$ cat src/rtl/tt_pkg.sv
// Shared types for the two-level table walker.
// Assumes 32-bit addresses and descriptors with fixed field positions.
package tt_pkg;
    localparam int VA_W   = 32;
    localparam int DOM_W  = 4;
    localparam int AP_W   = 2;
    localparam int FLT_W  = 2;
    localparam int SUBPG  = 4;

    localparam logic [FLT_W-1:0] FLT_NONE = 2'b00;
    localparam logic [FLT_W-1:0] FLT_LVL1 = 2'b01;
    localparam logic [FLT_W-1:0] FLT_LVL2 = 2'b10;

    typedef enum logic [2:0] {
        SZ_NONE = 3'd0,
        SZ_1K   = 3'd1,
        SZ_4K   = 3'd2,
        SZ_64K  = 3'd3,
        SZ_1M   = 3'd4,
        SZ_16M  = 3'd5
    } pg_size_e;

    typedef enum logic [2:0] {
        ST_IDLE, ST_L1_RD, ST_L1_WT, ST_L2_RD, ST_L2_WT, ST_DONE
    } walk_st_e;

    typedef struct packed {
        logic [VA_W-1:0]  pa;
        pg_size_e         size;
        logic [DOM_W-1:0] domain;
        logic [AP_W-1:0]  perm;
        logic [FLT_W-1:0] fault;
    } walk_res_t;
endpackage

$ cat src/rtl/tt_l1_decode.sv
// First-level descriptor decoder (combinational).
// Resolves faults, sections and supersections into a final result, or
// forms the second-level entry address for coarse and fine tables.
module tt_l1_decode
    import tt_pkg::*;
(
    input  logic [VA_W-1:0] va,
    input  logic [VA_W-1:0] desc,
    output logic            leaf,
    output walk_res_t       res,
    output logic [VA_W-1:0] next_addr,
    output logic            next_fine
);
    // Decode the 2-bit type and build the leaf result or the next address.
    always_comb begin
        res       = '0;
        leaf      = 1'b1;
        next_addr = '0;
        next_fine = 1'b0;
        unique case (desc[1:0])
            2'b00: res.fault = FLT_LVL1;
            2'b10: begin
                res.domain = desc[8:5];
                res.perm   = desc[11:10];
                if (desc[18]) begin
                    res.pa   = {desc[31:24], va[23:0]};
                    res.size = SZ_16M;
                end else begin
                    res.pa   = {desc[31:20], va[19:0]};
                    res.size = SZ_1M;
                end
            end
            2'b01: begin
                leaf      = 1'b0;
                next_addr = {desc[31:10], va[19:12], 2'b00};
            end
            default: begin
                leaf      = 1'b0;
                next_fine = 1'b1;
                next_addr = {desc[31:12], va[19:10], 2'b00};
            end
        endcase
    end
endmodule

$ cat src/rtl/tt_l2_decode.sv
// Second-level descriptor decoder (combinational).
// Assumes the caller says whether the entry came from a fine table and
// supplies the domain captured from the first-level entry.
module tt_l2_decode
    import tt_pkg::*;
(
    input  logic [VA_W-1:0]  va,
    input  logic [VA_W-1:0]  desc,
    input  logic             fine,
    input  logic [DOM_W-1:0] domain,
    output walk_res_t        res
);
    logic [AP_W-1:0] sub_ap [SUBPG];

    // One permission field per quarter of a large or small page.
    for (genvar g = 0; g < SUBPG; g++) begin : g_ap
        assign sub_ap[g] = desc[4 + AP_W*g +: AP_W];
    end

    // Decode the page type into address, size and permission.
    always_comb begin
        res = '0;
        unique case (desc[1:0])
            2'b01: begin
                res.pa     = {desc[31:16], va[15:0]};
                res.size   = SZ_64K;
                res.perm   = sub_ap[va[15:14]];
                res.domain = domain;
            end
            2'b10: begin
                res.pa     = {desc[31:12], va[11:0]};
                res.size   = SZ_4K;
                res.perm   = sub_ap[va[11:10]];
                res.domain = domain;
            end
            2'b11: begin
                if (fine) begin
                    res.pa     = {desc[31:10], va[9:0]};
                    res.size   = SZ_1K;
                    res.perm   = sub_ap[0];
                    res.domain = domain;
                end else begin
                    res.fault = FLT_LVL2;
                end
            end
            default: res.fault = FLT_LVL2;
        endcase
    end
endmodule

$ cat src/rtl/tt_walker.sv
// Two-level translation table walker, top level.
// Accepts one request at a time, issues one-cycle read strobes and waits
// for a variable-latency response. The memory must answer each strobe once.
module tt_walker
    import tt_pkg::*;
(
    input  logic              clk,
    input  logic              rst_n,
    input  logic              req_valid,
    output logic              req_ready,
    input  logic [VA_W-1:0]   req_va,
    input  logic [VA_W-1:0]   req_base,
    output logic              mem_rd_req,
    output logic [VA_W-1:0]   mem_rd_addr,
    input  logic              mem_rsp_valid,
    input  logic [VA_W-1:0]   mem_rsp_data,
    output logic              done_valid,
    output logic [VA_W-1:0]   done_pa,
    output logic [2:0]        done_size,
    output logic [DOM_W-1:0]  done_domain,
    output logic [AP_W-1:0]   done_perm,
    output logic [FLT_W-1:0]  done_fault
);
    walk_st_e         state;
    logic [VA_W-1:0]  va_q, base_q, l2_addr_q;
    logic             fine_q;
    logic [DOM_W-1:0] dom_q;
    walk_res_t        res_q;

    logic             l1_leaf, l1_fine;
    walk_res_t        l1_res, l2_res;
    logic [VA_W-1:0]  l1_next;

    tt_l1_decode u_l1 (
        .va(va_q), .desc(mem_rsp_data), .leaf(l1_leaf), .res(l1_res),
        .next_addr(l1_next), .next_fine(l1_fine)
    );

    tt_l2_decode u_l2 (
        .va(va_q), .desc(mem_rsp_data), .fine(fine_q), .domain(dom_q),
        .res(l2_res)
    );

    // Sequence the walk through its fetch and wait states.
    always_ff @(posedge clk) begin
        if (!rst_n) begin
            state     <= ST_IDLE;
            va_q      <= '0;
            base_q    <= '0;
            l2_addr_q <= '0;
            fine_q    <= 1'b0;
            dom_q     <= '0;
            res_q     <= '0;
        end else begin
            unique case (state)
                ST_IDLE: if (req_valid) begin
                    va_q   <= req_va;
                    base_q <= req_base;
                    state  <= ST_L1_RD;
                end
                ST_L1_RD: state <= ST_L1_WT;
                ST_L1_WT: if (mem_rsp_valid) begin
                    if (l1_leaf) begin
                        res_q <= l1_res;
                        state <= ST_DONE;
                    end else begin
                        l2_addr_q <= l1_next;
                        fine_q    <= l1_fine;
                        dom_q     <= mem_rsp_data[8:5];
                        state     <= ST_L2_RD;
                    end
                end
                ST_L2_RD: state <= ST_L2_WT;
                ST_L2_WT: if (mem_rsp_valid) begin
                    res_q <= l2_res;
                    state <= ST_DONE;
                end
                default: state <= ST_IDLE;
            endcase
        end
    end

    // Drive the port outputs from state and captured results.
    always_comb begin
        req_ready   = (state == ST_IDLE);
        mem_rd_req  = (state == ST_L1_RD) || (state == ST_L2_RD);
        mem_rd_addr = (state == ST_L2_RD) ? l2_addr_q
                                          : {base_q[31:14], va_q[31:20], 2'b00};
        done_valid  = (state == ST_DONE);
        done_pa     = res_q.pa;
        done_size   = res_q.size;
        done_domain = res_q.domain;
        done_perm   = res_q.perm;
        done_fault  = res_q.fault;
    end

    // a completion is a single pulse followed by idle.
    a_r1_done_then_idle: assert property (@(posedge clk) disable iff (!rst_n)
        done_valid |=> (req_ready && !done_valid));

    // no request is accepted while a read is being issued.
    a_r1_busy_not_ready: assert property (@(posedge clk) disable iff (!rst_n)
        mem_rd_req |-> !req_ready);

    // first read follows acceptance at the first-level entry address.
    a_r2_first_read: assert property (@(posedge clk) disable iff (!rst_n)
        (req_valid && req_ready) |=> (mem_rd_req &&
            mem_rd_addr == {$past(req_base[31:14]), $past(req_va[31:20]), 2'b00}));

    // read strobes last one cycle.
    a_r11_strobe_pulse: assert property (@(posedge clk) disable iff (!rst_n)
        mem_rd_req |=> !mem_rd_req);

    // a completion names at most one faulting level.
    a_r3_fault_onehot: assert property (@(posedge clk) disable iff (!rst_n)
        done_valid |-> $onehot0(done_fault));

    // a faulting completion carries no address or size.
    a_r7_fault_zero: assert property (@(posedge clk) disable iff (!rst_n)
        (done_valid && done_fault != 2'b00) |-> (done_pa == '0 && done_size == 3'd0));
endmodule

$ cat config.mk
export PLATFORM = sky130hd
export DESIGN_NAME = tt_walker
export DESIGN_NICKNAME = d
export VERILOG_FILES = /design/src/rtl/tt_pkg.sv /design/src/rtl/tt_l1_decode.sv /design/src/rtl/tt_l2_decode.sv /design/src/rtl/tt_walker.sv
export SDC_FILE = /design/constraint.sdc
export NUM_CORES = 1
export LEC_CHECK = 0
export ABC_AREA = 1
export BUFFER_PORTS_ARGS = -buffer_cell sky130_fd_sc_hd__buf_2
export CAP_MARGIN = 20
export CELL_PAD_IN_SITES_DETAIL_PLACEMENT = 1
export CELL_PAD_IN_SITES_GLOBAL_PLACEMENT = 1
export CORE_ASPECT_RATIO = 1.4
export CORE_MARGIN = 1
export CORE_UTILIZATION = 32
export DETAILED_ROUTE_END_ITERATION = 12
export PLACE_DENSITY = 0.8
export RECOVER_POWER = 100
export SKIP_LAST_GASP = 1
export SLEW_MARGIN = 5
export SYNTH_ARGS = -nofsm -noshare
export SYNTH_HDL_FRONTEND = slang
export SYNTH_SLANG_ARGS = --single-unit
$ cat constraint.sdc
create_clock -name clk -period 1.89 [get_ports clk]
set_input_delay 0.378 -clock clk [delete_from_list [all_inputs] [get_ports clk]]
set_output_delay 0.378 -clock clk [all_outputs]
set_load 0.05 [all_outputs]
==> metrics.yaml <==
wire_per_inst_um: 17.3
synthCells: 831
worstSkewPairLatency_ns: 0.43
critPathCapture: "mem_rd_addr[27]"
yosys.area.top_type: "dfxtp_1"
grt_util_all_layers_pct: 23.8
ios: 178
die_x_um: 116
grt_overflow: 0
coreArea_um2: 17900
crit_fanout: 6
synth_edf_count: 0
crit_type: "flop to output port"
switching_power_mw: 5.03
vdd_drop_max_v: 0.000727
start_util_pct: 32.6
clockPowerShare_pct: 29.1
power-per-cell-area_nw_per_um2: 1420
drv_cap: 0
first_iter_violations: 261
setup_viol: 36
cp-start-kind: "flop"
final_util_pct: 48.6
clk_path_buf_depth: 2
antenna_found_initial: 1
timing.rr.end: "va_q[22]"
ys_warn_count: 0
clock.fmax_ghz: 0.479
first_pass_iters: 4
synth_area_per_cell_um2: 7.03
power.internal_mw: 7.30
rr_worst_depth: 9
fin_total_pwr_mw: 12.3
grt_max_degree: 52
root_buffer: "clkbuf_16"
nNetsFinal: 1127
placed_area_um2: 7530
crit_start: "state[0]"
die_h_um: 162
first_global_vias: 6594
setup_slack_ns: -0.199
async_reset_ff_share_pct: 0
outcome: "finished with violations"
finClkSkew_ns: 0.00790
gp_congestion: 0.867
layout-drive-gt1-share_pct: 28.4
slew_headroom_pct: 52.1
worstPathRequired_ns: 1.51
final.period_utilization_pct: 111
area_growth_pct: 49.0
ys_seq_area_share_pct: 44.9
cts_sinks: 131
timing.final.hold_violations: 0
leakage_nw: 3.60
vias: 6318
end_kind: "output port"
period_needed_ns: 2.09
p_sw_share_pct: 40.8
fp-row-count: 58
path_clk_slew_ns: 0.06
die_area_um2: 18800
synthFlopType: "dfxtp_1"
route.detailed.drc: 0
arrival_ns: 1.71
yosys.area.top_type_share_pct: 44.9
cts_buffers: 17
syn_area_um2: 5840
cts_max_level: 4
final.hold.worst_slack_ns: 0.219
violations: "negative setup slack"
synth_cell_types: 27
cts_tree: "yes"
grt_pass1_wl_mm: 34.1
totalWireLength_mm: 22.1
worst_pin_slew_ns: 0.722
p_comb_share_pct: 42.7
post-place-ws_ns: -0.104
synth.ff_latch_count: 131
pwr-share-seq_pct: 28.2
postRouteAntennaNets: 0
rsz0062_at_grt: "true"
hp-class: "input pin to flop"
vias_per_cell: 4.96
ff2ff_setup_slack_ns: -0.15
r2r_start: "state[0]"
synth.area.top_cells: "dfxtp_1 45%, a21oi_1 14%, nand2_1 11%"
io_buffers: 159
hpwl_mm: 15.5
drv_slew: 0
final_area_um2: 8700
cell families after synthesis:
| kind of cell | after synthesis | share of synthesized area [%] |
|---|---|---|
| AO/OA/AOI/OAI | 253 | 22.1 |
| adder cells (fa/ha/maj) | 6 | 1.29 |
| buffers and inverters | 136 | 9.79 |
| flip-flops | 131 | 44.9 |
| other | 1 | 0.0642 |
| AND/OR/NAND/NOR | 304 | 21.8 |
metal layers:
metal  vias up  part of all wire, %  global-route usage, %  routed length, µm
li1       3094                    -                      -                  -
met1      3004                   40                   26.4               8770
met2       168                   52                   41.8              11400
met3        52                  4.6                   4.81               1010
met4         0                  4.0                   13.3                883
met5         -                    0                      0                  0
critical path, cell delays in order, from the launching register on:
cell and delay [ns]:
dfxtp_2 0.35, inv_4 0.04, nor2_4 0.16, nand2_8 0.09, buf_12 0.16, buf_16 0.15
nor2_4 0.13, a21oi_4 0.04, buf_6 0.15
final cells by class:
class	instances	area (µm²)
Sequential cell	131	2630
Clock buffer	19	453
Fill cell	2258	9220
Tap cell	240	300
Multi-Input combinational cell	565	3230
Timing Repair Buffer	228	1620
Clock inverter	12	180
Inverter	78	295
Antenna cell	1	2.50
cells in the final DEF, fill, tap and decap left out, drive strengths merged:
cell      instances
clkbuf           70
nand2           166
ha                6
bufinv            4
inv              79
o31ai             2
a21oi           160
clkinv            5
clkinvlp          2
nand3            62
dfxtp           131
nor2             73
nor3              3
o21a              1
buf             177
o21ai            79
a211oi            2
conb              2
o22ai             2
a31oi             7
diode             1
power by group through the flow:
stage          clock network [mW]  registers, mW  logic [mW]
2_1_floorplan                   0           3.80        3.03
5_1_grt                      3.75           3.52        5.58
3_3_place_gp                    0           3.47        4.53
3_5_place_dp                    0           3.49        4.61
4_1_cts                      3.64           3.47        5.30
6_report                     3.59           3.48        5.26
worst min path at each step:
stage / start / end / depth (start not counted)
after floorplan: dom_q[1] / dom_q[1] / 2
after global placement: dom_q[2] / dom_q[2] / 2
after detailed placement: dom_q[1] / dom_q[1] / 2
after CTS: req_va[13] / va_q[13] / 3
after global routing: req_va[6] / va_q[6] / 3
final: req_va[3] / va_q[3] / 3
flip-flops by register name, summed over array words and instances (netlist names):
signal	count
done_fault	2
base_q	18
done_perm	2
va_q	32
dom_q	4
state	3
fine_q	1
done_pa	32
done_domain	4
done_size	3
l2_addr_q	30
cell usage after synthesis, drive strengths merged, types with 2 or more instances:
cell	count
nand2	166
a21oi	160
dfxtp	131
o21ai	79
inv	78
nor2	73
nand3	62
clkbuf	35
buf	23
a31oi	7
ha	6
nor3	3
a211oi	2
o22ai	2
o31ai	2
stage by stage:
step,std cells,TNS (ns)
floorplan,832,-1.03
global placement,1230,-0.648
detailed placement,1230,-2.01
CTS,1270,-4.92
global route,1274,-9.19
finish,1274,-5.11
repair_timing:
| action | 4_1_cts | 5_1_grt |
|---|---|---|
| pin swaps | 8 | 7 |
| setup endpoints to repair | 32 | 48 |
| cloned | 2 | 1 |
| hold buffers | 0 | 0 |
| setup buffers | 8 | 2 |
| resized for setup | 142 | 9 |
Note: power is estimated with default switching activity, not from simulation.
